File: src/rtl/cnt_tx_front.sv
module cnt_tx_front #(
  parameter int DEPTH = 16,
  parameter int CNT_W = 16,
  parameter int AW    = 12
) (
  input  logic          clk,
  input  logic          rst_n,
  input  logic          reg_wr,
  input  logic [AW-1:0] reg_addr,
  input  logic [31:0]   reg_wdata,
  output logic [31:0]   reg_rdata,
  output logic [7:0]    ser_data,
  output logic          ser_valid,
  input  logic          ser_ready,
  output logic          irq
);
  localparam int PW = $clog2(DEPTH);
  localparam int OW = $clog2(DEPTH + 1);
  localparam logic [AW-1:0] A_CNT  = AW'(12'h040);
  localparam logic [AW-1:0] A_STAT = AW'(12'h0A4);
  localparam logic [AW-1:0] A_CMD  = AW'(12'h0A8);
  localparam logic [AW-1:0] A_MASK = AW'(12'h0B0);
  localparam logic [AW-1:0] A_ISR  = AW'(12'h0B4);
  localparam logic [AW-1:0] A_FIFO = AW'(12'h100);

  logic [7:0]       mem [DEPTH];
  logic [PW-1:0]    wp, rp;
  logic [OW-1:0]    occ;
  logic [CNT_W-1:0] accept_left, send_left;
  logic             tx_ready;
  logic [7:0]       mask;

  wire wr_cnt  = reg_wr && reg_addr == A_CNT;
  wire wr_fifo = reg_wr && reg_addr == A_FIFO;
  wire wr_cmd  = reg_wr && reg_addr == A_CMD;
  wire wr_mask = reg_wr && reg_addr == A_MASK;
  wire full    = occ == OW'(DEPTH);
  wire push    = wr_fifo && !wr_cnt && accept_left != '0 && !full;
  wire pop     = ser_valid && ser_ready && !wr_cnt;
  wire last    = pop && send_left == CNT_W'(1);
  wire clear   = wr_cmd && reg_wdata[11:8] == 4'h3;

  assign ser_valid = occ != '0;
  assign ser_data  = mem[rp];
  assign irq       = |({tx_ready, 7'b0} & mask);

  function automatic logic [PW-1:0] bump(input logic [PW-1:0] p);
    return (p == PW'(DEPTH - 1)) ? '0 : p + 1'b1;
  endfunction

  always_ff @(posedge clk) begin
    if (push) mem[wp] <= reg_wdata[7:0];
  end

  always_ff @(posedge clk or negedge rst_n) begin
    if (!rst_n) begin
      wp <= '0;
      rp <= '0;
      occ <= '0;
      accept_left <= '0;
      send_left <= '0;
    end else if (wr_cnt) begin
      wp <= '0;
      rp <= '0;
      occ <= '0;
      accept_left <= reg_wdata[CNT_W-1:0];
      send_left <= reg_wdata[CNT_W-1:0];
    end else begin
      if (push) begin
        wp <= bump(wp);
        accept_left <= accept_left - 1'b1;
      end
      if (pop) begin
        rp <= bump(rp);
        send_left <= send_left - 1'b1;
      end
      occ <= occ + OW'(push) - OW'(pop);
    end
  end

  always_ff @(posedge clk or negedge rst_n) begin
    if (!rst_n) begin
      tx_ready <= 1'b0;
      mask <= '0;
    end else begin
      if (last)       tx_ready <= 1'b1;
      else if (clear) tx_ready <= 1'b0;
      if (wr_mask) mask <= reg_wdata[7:0];
    end
  end

  always_comb begin
    case (reg_addr)
      A_CNT:   reg_rdata = 32'(send_left);
      A_STAT:  reg_rdata = {28'b0, !ser_valid, 3'b0};
      A_MASK:  reg_rdata = {24'b0, mask};
      A_ISR:   reg_rdata = {24'b0, tx_ready, 7'b0};
      default: reg_rdata = '0;
    endcase
  end
endmodule

File: config.mk
export PLATFORM = sky130hd
export DESIGN_NAME = cnt_tx_front
export DESIGN_NICKNAME = d
export VERILOG_FILES = /design/src/rtl/cnt_tx_front.sv
export SDC_FILE = /design/constraint.sdc
export NUM_CORES = 1
export LEC_CHECK = 0
export BUFFER_PORTS_ARGS = -buffer_cell sky130_fd_sc_hd__buf_2
export CORE_ASPECT_RATIO = 0.7
export CORE_UTILIZATION = 55
export DETAILED_ROUTE_END_ITERATION = 8
export GPL_TIMING_DRIVEN = 0
export PLACE_DENSITY_LB_ADDON = 0.12
export REMOVE_ABC_BUFFERS = 1
export SLEW_MARGIN = 20
export SYNTH_ARGS = -nofsm -noshare
export SYNTH_HDL_FRONTEND = slang
export SYNTH_SLANG_ARGS = --single-unit
File: constraint.sdc
create_clock -name clk -period 4.2 [get_ports clk]
set_input_delay 0.63 -clock clk [delete_from_list [all_inputs] [get_ports clk]]
set_output_delay 0.63 -clock clk [all_outputs]
set_load 0.01 [all_outputs]
==> run summary, run 1 <==
==========================================================================================
Clock edge transition at the registers on the reported setup and hold paths          80 ps
Reg-to-reg critical path endpoint                                                   occ[4]
Die Y-Extent                                                                        106 um
Starting utilization of the core area                                                56.9%
Global router's overall resource usage                                               25.9%
Number of nets with antenna violations after detailed routing                            0
Maximum fanout encountered on the critical timing path                                  15
Maximum level of the CTS H-tree                                                          4
Ys async rst share                                                                   29.7%
Final hold vios                                                                          0
TritonCTS clock tree                                                                  done
Quantity of I/O buffers inserted on ports                                               57
Final core utilization                                                               63.7%
Overflow after GRT                                                                       0
Setup violators final                                                                    0
Final routed wire length divided by cell count                                     21.6 um
Sequential Area                                                                  5200 um^2
Number of warning messages in the yosys log                                              0
Wirelength, routed                                                                 19.3 mm
Cts-stage hold buffer count                                                              0
Worst endpoint data arrival time                                                   3860 ps
Run status                                                                       completed
Residual DRC count                                                                       0
R2R Setup Slk                                                                       630 ps
Antenna violations before repair                                                         0
Post_cts resized                                                                         0
Highest clock rate                                                                 280 MHz
Number of flops mapped to enable cells by yosys                                        128
Cell count after synthesis                                                             635
HPWL after DPL                                                                     12.9 mm
Endpoint type of the worst setup path                                                 flop
Core region area                                                                14900 um^2
Most common cell after layout, fill and taps aside                                edfxtp_1
Post-CTS Setup Bufs                                                                      0
Synth-to-layout area growth                                                          11.9%
Sequential cell area fraction in the yosys report                                    61.4%
Via count of the first global-routing pass                                            5283
Iteration-0 DRC count of the detailed router                                           512
Total I/O pin count                                                                     90
N_diodes                                                                                 0
Setup clock skew after layout                                                      13.0 ps
Final-report max-slew violation count                                                    0
First-pass GRT wire length                                                         29.7 mm
Final-layout fill cell count                                                          1102
Number of nets in the layout                                                           749
CTS Buf Count                                                                           17
Number of sinks on the clock net                                                       182
Final TNS setup                                                                       0 ps
Average via count per standard cell                                                   6.03
Global placer's final weighted congestion                                            0.853
Slew HR                                                                              23.6%
Die W                                                                               150 um
Initial DRT Pass Iterations                                                              6
Worst Reg-to-Reg Cells                                                                  16
Number of violations of the max-capacitance limit                                        0
Pin count of the biggest net entering global routing                                    55
Ratio of total power to cell area                                              538 nW/um^2
Worst path required time                                                           4490 ps
Worst setup path endpoint                                                           occ[4]
Measured slew at the worst slew-check pin                                          1140 ps
Ratio of final minimum period to clock period                                        85.1%
Unique cell type count in the Yosys netlist                                             62
Clock buffer depth                                                                       2
Cell Area, Synth                                                                 8460 um^2
Top library cells by usage in the layout, fill and taps aside                 128 x edfxtp_1, 56 x buf_2, 53 x dfrtp_1
Buffer cell driving the clock tree root                                          clkbuf_16
Predominant post-synthesis flop cell                                              edfxtp_1
Critical setup path kind                                                      flop to flop
Clock latency of the later-clocked register in the worst-skew pair                  430 ps
FF+latch count, synth                                                                  182
Unrepaired setup endpoints after global routing                                         no
Launching instance or port of the critical path                               accept_left[0]
Worst flop-to-flop path startpoint                                            accept_left[0]
Share of post-route cells with drive strength above 1                                21.6%
Mean post-synth cell area                                                        13.3 um^2
Placement row count                                                                     37
DIE AREA                                                                        15900 um^2
Static leakage                                                                  0.00356 uW
Final critical path time including I/O delays and setup                            3570 ps
Via count of the routed design                                                        5388
Area used by multi-input combinational logic                                     3050 um^2
Class of the tightest hold or removal check                                   primary input to asynchronous set/reset pin
Critical Path Source Type                                                             flop
Max rail drop VDD                                                                 0.290 mV
==========================================================================================
==> stage by stage <==
step / area, um^2 / std cells / total power, uW / setup slack [ps] / hold slack (ps)
after floorplan: 8280 / 608 / 3090 / 858 / 334
after global placement: 8810 / 860 / 3500 / -28.6 / 493
after detailed placement: 8870 / 861 / 3530 / 256 / 498
after CTS: 9450 / 893 / 5100 / 601 / 262
after global routing: 9460 / 893 / 5320 / 438 / 295
final: 9460 / 893 / 5090 / 626 / 238
==> area by class of cell <==
cell class              count  share of cell area (%)
inverters                  18                   0.741
multi-input cells         408                    32.2
clock buffers              17                    4.50
flip-flops and latches    182                    55.0
well taps                 195                    2.58
clock inverters            15                    1.67
repair buffers             58                    3.33
==> how the worst min path moves through the flow <==
stage / from / to / cells after the start
2_1_floorplan: rst_n / accept_left[0] / 0
3_3_place_gp: mask[4] / mask[4] / 1
3_5_place_dp: mask[0] / mask[0] / 1
4_1_cts: rst_n / accept_left[11] / 1
5_1_grt: rst_n / accept_left[13] / 1
6_report: rst_n / accept_left[11] / 1
==> power breakdown <==
part | leakage (uW) | internal [uW] | switching [uW]
Clock | 0.000282 | 843 | 736
Combinational | 0.00144 | 573 | 661
Sequential | 0.00184 | 2030 | 250
==> worst max-delay path, stage by stage (launching register included) <==
cell and delay (ps):
dfrtp_1 430, inv_1 130, ha_1 150, or4b_4 490, nor4_4 430, nor4_4 140, inv_4 240, ha_1 280
inv_1 60, ha_1 170, inv_1 60, fa_1 400, inv_1 80, a21oi_1 60, nor2_1 120, or3_1 130
a21oi_1 60
==> per-layer routing <==
layer	global-route usage (%)	share of wire (%)	vias up
met2	36.8	44	224
li1	-	-	2460
met3	7.75	8.5	25
met5	0	0	-
met1	38.9	46	2679
met4	6.35	1.1	0
==> logic make-up (layout without fill, tap and decap cells) <==
logic type	after synthesis	count (layout)	share of synthesized area, %
and+or+nand+nor	192	192	13.1
DFF	182	182	61.4
AOI/OAI and AO/OA	98	98	7.10
buffers and inverters	60	108	3.54
muxes	57	57	9.35
xor gates and xnor gates	29	29	3.00
adders and majority gates	16	16	2.46
other	1	16	0.0443
==> cells in the mapped netlist, types with 6 or more instances <==
| library cell | n | area share [%] |
|---|---|---|
| o21ai_0 | 30 | 1.8 |
| inv_1 | 17 | 0.75 |
| dfrtp_1 | 54 | 16 |
| edfxtp_1 | 128 | 45 |
| nand4_1 | 8 | 0.59 |
| buf_4 | 16 | 1.4 |
| nor2_1 | 43 | 1.9 |
| a22oi_1 | 10 | 0.89 |
| ha_1 | 15 | 2.2 |
| clkbuf_1 | 19 | 0.84 |
| nand3_1 | 23 | 1.4 |
| mux2i_1 | 25 | 3.0 |
| xnor2_1 | 12 | 1.2 |
| nor3_1 | 14 | 0.83 |
| xor2_1 | 17 | 1.8 |
| a22o_1 | 6 | 0.62 |
| mux2_2 | 16 | 2.1 |
| mux4_2 | 16 | 4.3 |
| and2_1 | 12 | 0.89 |
| nor4_1 | 7 | 0.52 |
| a221oi_1 | 8 | 0.83 |
| nand2_1 | 44 | 2.0 |
| a21oi_1 | 33 | 2.0 |
==> registers in the layout (all words and copies together), names as in the netlist <==
| register | cells |
|---|---|
| tx_ready | 1 |
| mask | 8 |
| accept_left | 16 |
| occ | 5 |
| rp | 4 |
| send_left | 16 |
| wp | 4 |
| mem | 128 |
Power figures use the tool's default switching activity.
==> run 2: changes to the inputs <==
--- a/config.mk
+++ b/config.mk
@@ -7,6 +7,5 @@
 export LEC_CHECK = 0
-export BUFFER_PORTS_ARGS = -buffer_cell sky130_fd_sc_hd__buf_2
-export CORE_ASPECT_RATIO = 0.7
 export CORE_UTILIZATION = 55
 export DETAILED_ROUTE_END_ITERATION = 8
+export DONT_BUFFER_PORTS = 1
 export GPL_TIMING_DRIVEN = 0
==> constraint.sdc (replaced) <==
create_clock -name clk -period 4.2 [get_ports clk]
set_input_delay 0.21 -clock clk [delete_from_list [all_inputs] [get_ports clk]]
set_output_delay 0.21 -clock clk [all_outputs]
set_load 0.01 [all_outputs]
==> run 2 against run 1 <==
  * Final cell count decreased by 5.5%
  * First-iteration DRC count decreased by 35%
  * Clock-buffer cell count increased by 6
  * Sequential share of layout area increased by 0.55 points
  * Non-clock buffer count decreased by 38
  * Clock power about the same
  * Critical path type unchanged
==> run summary, run 2 (synthesis gave the netlist of run 1 again) <==
==========================================================================================
DIE AREA                                                                        15900 um^2   about the same
Run status                                                                       completed
Final critical path time including I/O delays and setup                            3470 ps   -106 ps
Number of flip-flops in the largest register                                           128   unchanged
Final core utilization                                                               63.5%   -0.18 points
Clock latency of the later-clocked register in the worst-skew pair                  430 ps   about the same
Number of nets with antenna violations after detailed routing                            0   unchanged
TritonCTS clock tree                                                                  done
Number of nets in the layout                                                           711   -5.1%
Pin count of the biggest net entering global routing                                    55   unchanged
HPWL after DPL                                                                     11.7 mm   -9.3%
Class of the tightest hold or removal check                                   primary input to flop
Cell chain of the critical path                                               inv_1 -> ha_1 -> or4b_2 -> nand2_1 -> nor2_1 -> ha_1 -> inv_1 -> ha_1 -> inv_1 -> fa_1 -> inv_1 -> a21oi_1 -> nor2_1 -> or3_1 -> a21oi_1
Setup clock skew after layout                                                      11.3 ps   -1.79 ps
Worst path required time                                                           4560 ps   +70 ps
Unrepaired setup endpoints after global routing                                         no
Post-route cell area                                                             9370 um^2   -0.99%
Top library cells by usage in the layout, fill and taps aside                 128 x edfxtp_1, 53 x dfrtp_1, 44 x nand2_1
Global router's overall resource usage                                               24.5%   -1.4 points
Largest stage delay on the critical path                                            760 ps   +270 ps
Antenna violations before repair                                                         0   unchanged
Via count of the routed design                                                        5200   -3.5%
Via count of the first global-routing pass                                            5260   -0.44%
Final hold vios                                                                          0   unchanged
Core region area                                                                14800 um^2   -0.72%
Maximum fanout encountered on the critical timing path                                  10   -5
Clock buffer depth                                                                       2   unchanged
Most Frequent Cell on Critical Path                                                  inv_1
Synth-to-layout area growth                                                          10.8%
Non-filler cells, final                                                                844   -5.5%
Worst endpoint data arrival time                                                   3820 ps   -40 ps
Setup violators final                                                                    0   unchanged
Clock edge transition at the registers on the reported setup and hold paths          70 ps   about the same
Gate family responsible for the most delay along the worst path               simple AND/OR/NAND/NOR gates
Number of sinks on the clock net                                                       182   unchanged
Starting utilization of the core area                                                57.3%   +0.41 points
Cell with the largest stage delay on the worst path                                 or4b_2
Final routed wire length divided by cell count                                     21.2 um   -1.8%
Top flop regs                                                                 mem (128), accept_left (16), send_left (16)
Die Y-Extent                                                                        126 um   +19%
Share of post-route cells with drive strength above 1                                13.9%   -7.7 points
Final-report max-slew violation count                                                    0   unchanged
Critical Path Source Type                                                             flop
Post-place instance area                                                         8570 um^2   -3.4%
Max rail drop VDD                                                                 0.301 mV   +3.5%
Static leakage                                                                  0.00340 uW   -4.5%
Overflow after GRT                                                                       0   unchanged
Buf/Inv on CP                                                                            4   -1
Ratio of total power to cell area                                              535 nW/um^2   -0.56%
Final TNS setup                                                                       0 ps   unchanged
Initial DRT Pass Iterations                                                              5   -1
Most flop-heavy register                                                               mem
Buffer cell driving the clock tree root                                          clkbuf_16
Ratio of final minimum period to clock period                                        82.6%   -2.5 points
Total I/O pin count                                                                     90   unchanged
Wirelength, routed                                                                 17.9 mm   -7.2%
Endpoint type of the worst setup path                                                 flop
Maximum level of the CTS H-tree                                                          4   unchanged
Global placer's final weighted congestion                                            0.856   +0.36%
Iteration-0 DRC count of the detailed router                                           332   -35%
Average via count per standard cell                                                   6.16   +2.1%
Most common cell after layout, fill and taps aside                                edfxtp_1
CTS Buf Count                                                                           17   unchanged
N_diodes                                                                                 0   unchanged
Placement row count                                                                     44   +19%
First-pass GRT wire length                                                         28.8 mm   -3.2%
Critical setup path kind                                                      flop to flop
Highest clock rate                                                                 288 MHz   +3.1%
Number of violations of the max-capacitance limit                                        0   unchanged
Slew HR                                                                              33.2%   +9.6 points
Quantity of I/O buffers inserted on ports                                                0   -100%
Measured slew at the worst slew-check pin                                          1000 ps   -141 ps
Die W                                                                               126 um   -16%
Post_cts resized                                                                         0   unchanged
Dpl cells                                                                              793   -7.9%
Residual DRC count                                                                       0   unchanged
==========================================================================================
[run 2: cell count changes in the layout (fill, tap and decap cells not counted), moves of 2 or more]
cell,before,now
buf_2,56,0
dlygate4sd3_1,0,17
clkbuf_1,0,4
inv_8,5,1
clkbuf_8,0,2
[run 2: path summary, 6_finish.rpt]
check / startpoint / to / slack (ps) / depth (start not counted)
min reg2reg: mask[6] / mask[6] / 510 / 1
max reg2reg: occ[3] / occ[4] / 730 / 15
min: reg_addr[3] / tx_ready / 50 / 3
max in group asynchronous: rst_n / rp[0] / 3610 / 2
min in group asynchronous: rst_n / tx_ready / 310 / 2
max: occ[3] / occ[4] / 730 / 15
[run 2: layout make-up]
class / instances / area, um^2
fill: 1139 / 5390
sequential: 182 / 5200
multi-input combinational: 408 / 3040
clock buffer: 23 / 468
timing repair buffer: 20 / 236
tap: 184 / 230
clock inverter: 9 / 119
inverter: 18 / 70.1
[run 2: tightest hold or removal path: cells and delay by family]
family / cells / cell delay [ps]
AND/OR/NAND/NOR: 1 / 40
AO/OA/AOI/OAI: 2 / 190
[run 2: metrics by stage]
| stage | setup slack, ps | hold WS (ps) | total power [uW] |
|---|---|---|---|
| final | 732 | 53.5 | 5010 |
| after CTS | 693 | 33.9 | 5040 |
| after global routing | 490 | 77.6 | 5260 |
| after global placement | 482 | -84.6 | 3380 |
| after detailed placement | 727 | -84.7 | 3410 |
| after floorplan | 1100 | -85.6 | 3090 |
[run 2: timing repair]
| action | in CTS | in global routing |
|---|---|---|
| endpoints found under the hold margin | 219 | 0 |
| buffers inserted | 0 | 0 |
| hold buffers | 18 | 0 |
[run 2: report_power, final]
part | switching [uW] | internal (uW) | leakage (uW)
sequential | 242 | 2030 | 0.00184
combinational | 632 | 525 | 0.00128
clock | 666 | 917 | 0.000284
total | 1540 | 3470 | 0.00340
[run 2: layer usage]
layer,GRT usage [%],vias to the layer above,wire length (um)
li1,-,2366,-
met1,34.2,2623,8030
met5,0,-,0
met3,4.97,30,1150
met2,38.3,181,8370
met4,9.00,0,359
==> run 3: changes to the inputs <==
- clock period: 4.2 -> 3.3 ns (I/O delays scaled with it)
==> run 3 against run 2 <==
  * Global-route usage grew 0.076 points
  * Largest cell class unchanged
  * First-iteration DRC count is 14% higher
  * Via count rose by 0.65%
  * Setup slack got worse by 600 ps
  * Final area is 1.7% higher
  * Final cell count grew 1.2%
==> run summary, run 3 (synthesis gave the netlist of run 1 again) <==
==========================================================================================
HPWL after DPL                                                                     11.7 mm   unchanged
Antenna violations before repair                                                         0   unchanged
Quantity of I/O buffers inserted on ports                                                0   unchanged
Final critical path time including I/O delays and setup                            3170 ps   -300 ps
Worst path required time                                                           3660 ps   -900 ps
Static leakage                                                                  0.00345 uW   +1.6%
Top library cells by usage in the layout, fill and taps aside                 128 x edfxtp_1, 53 x dfrtp_1, 43 x nand2_1
Endpoint type of the worst setup path                                                 flop
DIE AREA                                                                        15900 um^2   unchanged
Die Y-Extent                                                                        126 um   unchanged
Share of post-route cells with drive strength above 1                                17.0%   +3.1 points
Met2 usage in global routing                                                         38.3%   about the same
Non-filler cells, final                                                                854   +1.2%
Initial DRT Pass Iterations                                                              5   unchanged
Starting utilization of the core area                                                57.3%   unchanged
Synth-to-layout area growth                                                          12.6%
Dpl cells                                                                              793   unchanged
Most common cell after layout, fill and taps aside                                edfxtp_1
Slew HR                                                                              32.4%   -0.72 points
Final hold vios                                                                          0   unchanged
Ratio of final minimum period to clock period                                        96.0%   +13 points
Ratio of total power to cell area                                              677 nW/um^2   +27%
Setup violators final                                                                    0   unchanged
Final core utilization                                                               64.5%   +1.1 points
Clock edge transition at the registers on the reported setup and hold paths          70 ps   about the same
GRT busiest layer                                                                     met2
Total I/O pin count                                                                     90   unchanged
Critical Path Source Type                                                             flop
Via count of the first global-routing pass                                            5306   +0.87%
Core region area                                                                14800 um^2   unchanged
Smallest setup slack after layout                                                   132 ps   -600 ps
Number of nets with antenna violations after detailed routing                            0   unchanged
Iteration-0 DRC count of the detailed router                                           379   +14%
Class of the tightest hold or removal check                                   primary input to flop
Worst endpoint data arrival time                                                   3530 ps   -290 ps
Placement row count                                                                     44   unchanged
Global placer's final weighted congestion                                            0.856   unchanged
Clock latency of the later-clocked register in the worst-skew pair                  430 ps   about the same
Clock buffer depth                                                                       2   unchanged
Wirelength, routed                                                                 18.2 mm   +1.5%
Via count of the routed design                                                        5234   +0.65%
Max rail drop VDD                                                                 0.385 mV   +28%
Average via count per standard cell                                                   6.13   -0.52%
Number of nets in the layout                                                           721   +1.4%
Met1 Resource Use GR                                                                 34.4%   +0.24 points
TritonCTS clock tree                                                                  done
Number of flip-flops in the largest register                                           128   unchanged
Final routed wire length divided by cell count                                     21.3 um   +0.32%
Setup clock skew after layout                                                      9.05 ps   -2.21 ps
Measured slew at the worst slew-check pin                                          1010 ps   +10.8 ps
First-pass GRT wire length                                                         28.9 mm   +0.24%
Number of sinks on the clock net                                                       182   unchanged
Highest clock rate                                                                 316 MHz   +9.5%
Pin count of the biggest net entering global routing                                    55   unchanged
Residual DRC count                                                                       0   unchanged
Final-report max-slew violation count                                                    0   unchanged
Overflow after GRT                                                                       0   unchanged
Number of violations of the max-capacitance limit                                        0   unchanged
Met3 GRT Util                                                                        4.76%   -0.21 points
Most flop-heavy register                                                               mem
Die W                                                                               126 um   unchanged
Buffer cell driving the clock tree root                                          clkbuf_16
Critical setup path kind                                                      flop to flop
CTS Buf Count                                                                           17   unchanged
N_diodes                                                                                 0   unchanged
Maximum fanout encountered on the critical timing path                                   5   -5
Top flop regs                                                                 mem (128), accept_left (16), send_left (16)
Global router's overall resource usage                                               24.5%   +0.076 points
Run status                                                                       completed
Setup slack after placement                                                        -173 ps   -900 ps
Maximum level of the CTS H-tree                                                          4   unchanged
==========================================================================================
-- run 3: worst max-delay path, cell delays in order, from the launching register on --
cell	delay, ps
dfrtp_1	430
inv_2	110
ha_4	120
or4b_4	490
nor4_4	350
nor4_4	110
bufinv_8	220
ha_4	120
inv_2	40
ha_4	150
inv_2	50
fa_2	210
inv_2	40
a21oi_2	110
nor2_2	50
or3_1	370
a21oi_1	130
-- run 3: final timing paths --
path	to	depth (start not counted)	startpoint	slack (ps)
hold reg to reg	mask[6]	1	mask[6]	510
setup / recovery	occ[4]	16	accept_left[0]	130
hold / removal	accept_left[4]	3	reg_addr[6]	60
min in group asynchronous	tx_ready	2	rst_n	270
max in group asynchronous	rp[0]	2	rst_n	2760
setup reg to reg	occ[4]	16	accept_left[0]	130
-- run 3: final cells by class --
type | count | area (um^2)
Clock buffer | 23 | 468
Inverter | 18 | 81.3
Timing Repair Buffer | 30 | 317
Sequential cell | 182 | 5200
Clock inverter | 9 | 119
Fill cell | 1127 | 5230
Tap cell | 184 | 230
Multi-Input combinational cell | 408 | 3110
-- run 3: through the flow --
stage	hold WS, ps	setup TNS, ps	area [um^2]	total power, uW
after CTS	33.5	0	9420	6420
after detailed placement	-130	-173	8570	4350
after floorplan	-131	0	8280	3930
after global placement	-130	-2920	8510	4300
after global routing	80.7	-8.99	9520	6760
final	64.8	0	9520	6450
-- run 3: per-layer routing --
layer  share of wire (%)  vias to the layer above
met5                   0                        -
met3                 5.4                       23
met1                  45                     2642
li1                    -                     2393
met4                 1.7                        0
met2                  48                      176
-- run 3: timing repair --
item                                    CTS  global route
endpoints found under the hold margin   224             0
endpoints found under the setup margin    1             1
buffers inserted                          2             6
resized for setup                         6            13
hold buffers                             20             0
pin swaps                                 1             8
-- run 3: where the power goes --
part | internal [uW] | leakage (uW) | switching [uW]
sequential | 2580 | 0.00184 | 318
combinational | 703 | 0.00133 | 824
clock | 1170 | 0.000284 | 853
